**config.mk**
```make
export PLATFORM = sky130hd
export DESIGN_NAME = lp_track
export DESIGN_NICKNAME = d
export VERILOG_FILES = /design/src/rtl/lp_track_pkg.sv /design/src/rtl/lp_enable_sel.sv /design/src/rtl/lp_event_dec.sv /design/src/rtl/lp_track.sv
export SDC_FILE = /design/constraint.sdc
export NUM_CORES = 1
export LEC_CHECK = 0
export ABC_AREA = 0
export BUFFER_PORTS_ARGS = -buffer_cell sky130_fd_sc_hd__buf_2
export CAP_MARGIN = 20
export CORE_AREA = 5 5 42 44
export DETAILED_ROUTE_END_ITERATION = 12
export DIE_AREA = 0 0 47 49
export SYNTH_ARGS = -nofsm -noshare
export SYNTH_HDL_FRONTEND = slang
export SYNTH_HIERARCHICAL = 1
export SYNTH_SLANG_ARGS = --single-unit
```
**constraint.sdc**
```tcl
create_clock -name clk -period 3.2 [get_ports clk]
set_input_delay 0.64 -clock clk [delete_from_list [all_inputs] [get_ports clk]]
set_output_delay 0.64 -clock clk [all_outputs]
set_load 0.005 [all_outputs]
```
**src/rtl/lp_track_pkg.sv**
```systemverilog
package lp_track_pkg;
    localparam int PRIV_W = 2;

    localparam logic [PRIV_W-1:0] PRIV_U = 2'd0;
    localparam logic [PRIV_W-1:0] PRIV_S = 2'd1;
    localparam logic [PRIV_W-1:0] PRIV_M = 2'd3;

    localparam logic NO_LP  = 1'b0;
    localparam logic LP_EXP = 1'b1;

    typedef enum logic [2:0] {
        EV_NONE,
        EV_TRAP_S,
        EV_TRAP_M,
        EV_RET_S,
        EV_RET_M,
        EV_LOAD
    } lp_event_e;

    typedef struct packed {
        logic elp;
        logic spelp;
        logic mpelp;
    } lp_state_t;
endpackage

```
**src/rtl/lp_enable_sel.sv**
```systemverilog
module lp_enable_sel
    import lp_track_pkg::*;
#(
    parameter bit SUPV_PRESENT = 1'b1
) (
    input  logic              ext_present,
    input  logic [PRIV_W-1:0] priv,
    input  logic              virt,
    input  logic              senv_lpe,
    input  logic              menv_lpe,
    input  logic              henv_lpe,
    input  logic              msec_mlpe,
    output logic              enable
);
    logic user_en;
    logic raw_en;

    generate
        if (SUPV_PRESENT) begin : g_user_supv
            assign user_en = senv_lpe;
        end else begin : g_user_mach
            assign user_en = menv_lpe;
        end
    endgenerate

    always_comb begin
        unique case (priv)
            PRIV_U:  raw_en = user_en;
            PRIV_S:  raw_en = virt ? henv_lpe : menv_lpe;
            PRIV_M:  raw_en = msec_mlpe;
            default: raw_en = 1'b0;
        endcase
    end

    assign enable = ext_present & raw_en;
endmodule

```
**src/rtl/lp_event_dec.sv**
```systemverilog
module lp_event_dec
    import lp_track_pkg::*;
(
    input  logic      trap_req,
    input  logic      trap_to_m,
    input  logic      ret_req,
    input  logic      ret_is_m,
    input  logic      elp_load,
    output lp_event_e evt
);
    always_comb begin
        if (trap_req) begin
            evt = trap_to_m ? EV_TRAP_M : EV_TRAP_S;
        end else if (ret_req) begin
            evt = ret_is_m ? EV_RET_M : EV_RET_S;
        end else if (elp_load) begin
            evt = EV_LOAD;
        end else begin
            evt = EV_NONE;
        end
    end
endmodule

```
**src/rtl/lp_track.sv**
```systemverilog
module lp_track
    import lp_track_pkg::*;
#(
    parameter bit SUPV_PRESENT = 1'b1
) (
    input  logic              clk,
    input  logic              rst_n,
    input  logic              ext_present,
    input  logic [PRIV_W-1:0] cur_priv,
    input  logic              virt_on,
    input  logic              senv_lpe,
    input  logic              menv_lpe,
    input  logic              henv_lpe,
    input  logic              msec_mlpe,
    input  logic              trap_req,
    input  logic              trap_to_m,
    input  logic              ret_req,
    input  logic              ret_is_m,
    input  logic [PRIV_W-1:0] ret_priv,
    input  logic              ret_virt,
    input  logic              elp_load,
    input  logic              elp_load_val,
    output logic              lp_expected,
    output logic              spelp,
    output logic              mpelp,
    output logic              lpe_active,
    output logic              spelp_vis
);
    lp_state_t st_d, st_q;
    lp_event_e evt;
    logic      en_cur;
    logic      en_ret;

    lp_enable_sel #(.SUPV_PRESENT(SUPV_PRESENT)) i_en_cur (
        .ext_present (ext_present),
        .priv        (cur_priv),
        .virt        (virt_on),
        .senv_lpe    (senv_lpe),
        .menv_lpe    (menv_lpe),
        .henv_lpe    (henv_lpe),
        .msec_mlpe   (msec_mlpe),
        .enable      (en_cur)
    );

    lp_enable_sel #(.SUPV_PRESENT(SUPV_PRESENT)) i_en_ret (
        .ext_present (ext_present),
        .priv        (ret_priv),
        .virt        (ret_virt),
        .senv_lpe    (senv_lpe),
        .menv_lpe    (menv_lpe),
        .henv_lpe    (henv_lpe),
        .msec_mlpe   (msec_mlpe),
        .enable      (en_ret)
    );

    lp_event_dec i_dec (
        .trap_req  (trap_req),
        .trap_to_m (trap_to_m),
        .ret_req   (ret_req),
        .ret_is_m  (ret_is_m),
        .elp_load  (elp_load),
        .evt       (evt)
    );

    always_comb begin
        st_d = st_q;
        unique case (evt)
            EV_TRAP_S: begin
                if (en_cur) st_d.spelp = st_q.elp;
                if (ext_present) st_d.elp = NO_LP;
            end
            EV_TRAP_M: begin
                if (en_cur) st_d.mpelp = st_q.elp;
                if (ext_present) st_d.elp = NO_LP;
            end
            EV_RET_S: begin
                st_d.elp   = en_ret ? st_q.spelp : NO_LP;
                st_d.spelp = NO_LP;
            end
            EV_RET_M: begin
                st_d.elp   = en_ret ? st_q.mpelp : NO_LP;
                st_d.mpelp = NO_LP;
            end
            EV_LOAD: begin
                st_d.elp = elp_load_val;
            end
            default: begin
            end
        endcase
    end

    always_ff @(posedge clk) begin
        if (!rst_n) begin
            st_q <= '{elp: NO_LP, spelp: NO_LP, mpelp: NO_LP};
        end else begin
            st_q <= st_d;
        end
    end

    assign lp_expected = st_q.elp;
    assign spelp       = st_q.spelp;
    assign mpelp       = st_q.mpelp;
    assign lpe_active  = en_cur;
    assign spelp_vis   = ext_present & henv_lpe;
endmodule

```
Word-level counts from Yosys, hierarchy flattened
Cells that the tools add are included.
{"block": "word_totals", "register_bits": 3, "input_bits": 19}
{"block": "op_classes", "eq_ne": 12, "mux": 16, "bitwise_logic": 3, "n_reduce_logical": 9}
{"operator": "3-bit two-way mux", "n": 4}
{"operator": "3-bit by 2-bit equality test with 1-bit output (second input constant)", "n": 2}
{"operator": "3-bit equality test (second input constant)", "n": 2}
{"operator": "1-bit two-way mux", "n": 6}
{"operator": "1-bit case mux with 3 select lines", "n": 2}
{"operator": "2-bit AND reduction", "n": 3}
{"operator": "2-bit by 1-bit equality test with 1-bit output (second input constant)", "n": 2}
{"operator": "2-bit equality test (second input constant)", "n": 2}
{"operator": "2-bit logical NOT", "n": 2}
{"operator": "2-bit != test (second input constant)", "n": 2}
{"operator": "1-bit case mux with 2 select lines", "n": 2}
{"operator": "1-bit case mux with 4 select lines", "n": 1}
{"operator": "2-bit nonzero test", "n": 2}
{"operator": "4-bit nonzero test", "n": 1}
{"operator": "1-bit AND", "n": 3}
{"operator": "3-bit by 1-bit equality test with 1-bit output (second input constant)", "n": 1}
{"operator": "2-bit two-way mux", "n": 1}
{"operator": "2-bit by 1-bit != test with 1-bit output (second input constant)", "n": 1}
{"operator": "2-bit OR reduction", "n": 1}

Depth between registers and ports, before layout
{"block": "depth", "depth_word": 7, "depth_mapped": 6, "depth_no_buf": 5}

By module
Netlist, hierarchy kept.
{"module": "lp_track", "instances": 1, "cells_per_inst": 29, "area_each_um2": 235.2}
{"module": "lp_enable_sel", "instances": 2, "cells_per_inst": 5, "area_each_um2": 42.5}
{"module": "lp_event_dec", "instances": 1, "cells_per_inst": 7, "area_each_um2": 52.6}

Least setup slack after synthesis
No wires, ideal clock.
{"block": "synth_timing", "path_kind": "input -> register", "from": "input port ret_is_m", "to": "register st_q, in the netlist lp_expected", "setup_time_ps": 79, "arrival_time_ps": 1723, "required_time_ps": 3121, "setup_slack_ps": 1398, "cell_stages": 6, "path_buffers": 1, "path_cell_list": "and2b_1 > mux2_2 > buf_2 > and4bb_1 > o21ai_0 > a211oi_2"}
{"block": "synth_between", "elab_chain_len": 7, "elab_cells_between_ends": 13}
{"element": "start: declaration", "line_no": "lp_track.sv:18", "rtl": "input logic ret_is_m,"}
{"element": "3-bit two-way mux (*)", "line_no": "lp_event_dec.sv:15", "rtl": "evt = ret_is_m ? EV_RET_M : EV_RET_S;"}
{"element": "3-bit two-way mux (*)", "line_no": "lp_event_dec.sv:14", "rtl": "end else if (ret_req) begin"}
{"element": "3-bit two-way mux (*)", "line_no": "lp_event_dec.sv:12", "rtl": "if (trap_req) begin"}
{"element": "named net evt[1]", "line_no": "lp_track.sv:30", "rtl": "lp_event_e evt;"}
{"element": "3-bit by 2-bit equality test with 1-bit output / 3-bit by 1-bit equality test with 1-bit output (equally long branches)", "line_no": "lp_track.sv:67", "rtl": "unique case (evt)"}
{"element": "2-bit OR reduction (no source line)"}
{"element": "2-bit by 1-bit != test with 1-bit output (no source line) / 4-bit nonzero test (equally long branches)"}
{"element": "2-bit AND reduction (no source line)"}
{"element": "end signal: assignment", "line_no": "lp_track.sv:94", "rtl": "st_q <= '{elp: NO_LP, spelp: NO_LP, mpelp: NO_LP};"}
{"element": "end signal: assignment", "line_no": "lp_track.sv:96", "rtl": "st_q <= st_d;"}
{"element": "end: declaration", "line_no": "lp_track.sv:29", "rtl": "lp_state_t st_d, st_q;"}
Mark *: on every way through the listed nets, which the timed path passes. The rest lies on a longest branch.
A chain may end at the register's enable or synchronous reset.

Final worst setup path
{"block": "layout_timing", "from": "input port cur_priv[1]", "to": "output port lpe_active"}
{"block": "layout_between", "elab_chain_len": 3, "elab_cells_between_ends": 5}
{"element": "start: declaration", "line_no": "lp_track.sv:9", "rtl": "input logic [PRIV_W-1:0] cur_priv,"}
{"element": "2-bit equality test (tied with other cells)", "line_no": "lp_enable_sel.sv:27", "rtl": "unique case (priv)"}
{"element": "1-bit case mux with 3 select lines (*)", "line_no": "lp_enable_sel.sv:27"}
{"element": "1-bit AND (*)", "line_no": "lp_enable_sel.sv:35", "rtl": "assign enable = ext_present & raw_en;"}
{"element": "end: declaration", "line_no": "lp_track.sv:26", "rtl": "output logic lpe_active,"}
Every way passes the cells marked *; elsewhere a longest branch is shown, timed or not.

==> insert_results.sql <==
INSERT INTO impl_metrics (metric_group, metric, value, unit) VALUES
('run_status', 'outcome', 'finished clean', ''),
('layout', 'antennaDiodeCount', '0', ''),
('yosys', 'synth.yosys.warnings', '6', ''),
('pwr', 'maximum_vdd_drop', '0.1569', 'mV'),
('yosys', 'post_synth_mux_area_share', '0.1107', ''),
('yosys', 'synth-compound-area-share', '0.2651', ''),
('layout', 'fillers', '155', ''),
('setup_path', 'r2r_setup_slack', '2200', 'ps'),
('placement', 'hpwl', '792.6', 'um'),
('cts', 'cts.reportedPaths.clkPinSlew', '30', 'ps'),
('layout', 'layoutNonFillerInstCount', '88', ''),
('pwr', 'seq_power_share', '0.268', ''),
('yosys', 'simple_logic_cell_fraction_of_the_synthesized_area', '0.4295', ''),
('setup_path', 'worstSetupPathType', 'primary input to primary output', ''),
('detailed_routing', 'drc', '0', ''),
('setup_path', 'worstReg2RegStart', 'lp_expected$_SDFFE_PN0P_', ''),
('layout', 'multi_input_comb_area', '300.3', 'um^2'),
('timing', 'fmax', '487.8', 'MHz'),
('setup_path', 'timing.critical_path.arrival', '1410', 'ps'),
('floorplan', 'starting_density', '0.2661', ''),
('detailed_routing', 'detail_route.first_pass.iterations', '2', ''),
('grt', 'track_usage', '0.08439', ''),
('grt', 'grt_max_degree', '11', ''),
('grt', 'grt_antenna_before_repair', '0', ''),
('timing', 'final_max_slew_viol_count', '0', ''),
('floorplan', 'placeableCoreArea', '1401', 'um^2'),
('yosys', 'post_synth_inst_count', '46', ''),
('cts', 'cts_root_buf', 'sky130_fd_sc_hd__clkbuf_4', ''),
('timing', 'hold_viol_final', '0', ''),
('cts', 'cts_post_setup_buffers_inserted', '0', ''),
('detailed_routing', 'met2_length', '493', 'um'),
('cts', 'cts_buffer_depth', '2', ''),
('yosys', 'synth_area_leaders', 'sky130_fd_sc_hd__dfxtp_1 16%, sky130_fd_sc_hd__mux2i_1 8.1%, sky130_fd_sc_hd__nand4bb_1 6.0%', ''),
('setup_path', 'rr_endpoint', 'lp_expected$_SDFFE_PN0P_', ''),
('cts', 'numCtsBuffers', '3', ''),
('cts', 'cts-hold-fix-buffers', '0', ''),
('layout', 'util_after_layout', '0.3777', ''),
('yosys', 'synth_top_family_by_area', 'simple AND/OR/NAND/NOR gates', ''),
('floorplan', 'dieArea', '2303', 'um^2'),
('placement', 'port_buffers', '23', ''),
('timing', 'timing.max_slew.rel_slack', '0.7052', ''),
('detailed_routing', 'dr_total_vias', '429', ''),
('yosys', 'netlist_area', '372.9', 'um^2'),
('pwr', 'switchingPower', '0.04115', 'mW'),
('setup_path', 'worst_ep_required_time', '2560', 'ps'),
('timing', 'post-route-period-util', '0.6406', ''),
('cts', 'cts_tree', 'yes', ''),
('floorplan', 'io-pin-count', '24', ''),
('detailed_routing', 'routed_wirelength_normalized_by_instance_count', '10.75', 'um'),
('layout', 'layout.nets', '92', ''),
('timing', 'timing.final.setup_violations', '0', ''),
('cts', 'clkLatencyLatePin', '230', 'ps'),
('pwr', 'power_density', '285.8', 'nW/um^2'),
('grt', 'wire_length_of_the_first_global_routing_pass', '1421', 'um'),
('yosys', 'synth_nets', '65', ''),
('detailed_routing', 'vias_per_cell', '4.875', ''),
('layout', 'layout-drive-gt1-share', '0.4306', ''),
('yosys', 'synth.top_cell.area_share', '0.1611', ''),
('layout', 'area_growth', '41.95', '%'),
('timing', 'worst_slew_pin_tran', '440.6', 'ps'),
('detailed_routing', 'detail_route.iter0.violations', '2', ''),
('placement', 'cell_count_after_placement', '84', ''),
('yosys', 'synth-edff-count', '0', ''),
('yosys', 'synth_seq_cells', '3', ''),
('pwr', 'share_clk_of_total_power', '0.423', ''),
('cts', 'cts_max_level', '1', ''),
('timing', 'finalWorstPathRequiredPeriod', '2050', 'ps'),
('detailed_routing', 'routed.top_layer', 'met3', ''),
('cts', 'cts.repair.resized', '0', ''),
('yosys', 'post_synth_fa_ha_maj_area_fraction', '0', ''),
('floorplan', 'floorplan.rows', '14', '');
-- cells in the mapped netlist, types with 2 or more instances --
| cell type | number |
|---|---|
| sky130_fd_sc_hd__a21oi_1 | 2 |
| sky130_fd_sc_hd__and2b_1 | 2 |
| sky130_fd_sc_hd__dfxtp_1 | 3 |
| sky130_fd_sc_hd__inv_1 | 2 |
| sky130_fd_sc_hd__mux2i_1 | 3 |
| sky130_fd_sc_hd__nand2_1 | 3 |
| sky130_fd_sc_hd__nand2b_1 | 2 |
| sky130_fd_sc_hd__nand3b_1 | 2 |
| sky130_fd_sc_hd__nand4_1 | 2 |
| sky130_fd_sc_hd__nand4bb_1 | 2 |
| sky130_fd_sc_hd__nor2_1 | 2 |
| sky130_fd_sc_hd__o211ai_1 | 2 |
| sky130_fd_sc_hd__o21a_1 | 2 |
| sky130_fd_sc_hd__o21ai_0 | 4 |
-- worst max-delay path: stages --
cell and delay, ps:
sky130_fd_sc_hd__buf_2 110, sky130_fd_sc_hd__nand3b_1 150, sky130_fd_sc_hd__o211ai_1 330, sky130_fd_sc_hd__buf_2 190
-- per-stage QoR --
| step | cell area, um^2 | setup WS, ps |
|---|---|---|
| after CTS | 529.3 | 1151 |
| after floorplan | 372.9 | 1398 |
| after detailed placement | 503.0 | 1160 |
| after global routing | 529.3 | 1085 |
| final | 529.3 | 1150 |
| after global placement | 503.0 | 1196 |
-- cell type report --
class / count / area share
timing repair buffer: 23 / 0.2175
multi-input combinational: 40 / 0.5674
inverter: 2 / 0.01418
tap: 16 / 0.03783
sequential: 3 / 0.1135
clock buffer: 4 / 0.04965
-- sequential cells by signal, summed over array words and instances (netlist names) --
name         count
lp_expected      1
mpelp            1
spelp            1
-- layer usage --
layer / up-vias / global-route usage
met1: 186 / 0.08753
li1: 231 / -
met3: 0 / 0.02214
met4: 0 / 0.05530
met5: - / 0
met2: 12 / 0.1403
-- power by group through the flow --
stage	combinational [mW]	clock [mW]	sequential, mW
2_1_floorplan	0.0265	0	0.0408
3_3_place_gp	0.0467	0	0.0412
3_5_place_dp	0.0474	0	0.0411
4_1_cts	0.0476	0.0690	0.0405
5_1_grt	0.0525	0.0751	0.0407
6_report	0.0468	0.0639	0.0405
-- cells in the final DEF, fill, tap and decap left out --
cell / count
sky130_fd_sc_hd__nand3b_1: 2
sky130_fd_sc_hd__nand4_1: 2
sky130_fd_sc_hd__o211ai_1: 2
sky130_fd_sc_hd__mux2i_1: 3
sky130_fd_sc_hd__and2b_1: 2
sky130_fd_sc_hd__nor2_1: 2
sky130_fd_sc_hd__nand4bb_1: 2
sky130_fd_sc_hd__mux2_2: 1
sky130_fd_sc_hd__clkbuf_1: 1
sky130_fd_sc_hd__buf_2: 23
sky130_fd_sc_hd__and4b_2: 1
sky130_fd_sc_hd__o31a_1: 1
sky130_fd_sc_hd__o21a_1: 2
sky130_fd_sc_hd__and4bb_2: 1
sky130_fd_sc_hd__and2_1: 1
sky130_fd_sc_hd__dfxtp_1: 3
sky130_fd_sc_hd__a21oi_1: 2
sky130_fd_sc_hd__nor3_1: 1
sky130_fd_sc_hd__and3b_1: 1
sky130_fd_sc_hd__o21ai_0: 4
sky130_fd_sc_hd__inv_1: 2
sky130_fd_sc_hd__and2_2: 1
sky130_fd_sc_hd__nand2b_1: 2
sky130_fd_sc_hd__a31o_1: 1
sky130_fd_sc_hd__a221oi_1: 1
sky130_fd_sc_hd__and4bb_1: 1
sky130_fd_sc_hd__nand2_1: 3
sky130_fd_sc_hd__a211oi_2: 1
sky130_fd_sc_hd__clkbuf_4: 3
-- logic make-up after synthesis --
| kind of cell | Yosys count |
|---|---|
| muxes | 4 |
| AOI/OAI and AO/OA | 14 |
| buffers and inverters | 3 |
| DFF | 3 |
| and+or+nand+nor | 22 |
-- worst min path at each step --
stage	start	to	slack, ps	cells past startpoint
after global routing	mpelp$_SDFFE_PN0P_	mpelp$_SDFFE_PN0P_	570	2
final	mpelp$_SDFFE_PN0P_	mpelp$_SDFFE_PN0P_	510	2
after global placement	mpelp$_SDFFE_PN0P_	mpelp$_SDFFE_PN0P_	500	2
after floorplan	mpelp$_SDFFE_PN0P_	mpelp$_SDFFE_PN0P_	480	2
after CTS	mpelp$_SDFFE_PN0P_	mpelp$_SDFFE_PN0P_	510	2
after detailed placement	mpelp$_SDFFE_PN0P_	mpelp$_SDFFE_PN0P_	500	2
No activity file was read; power rests on OpenSTA's default activity.
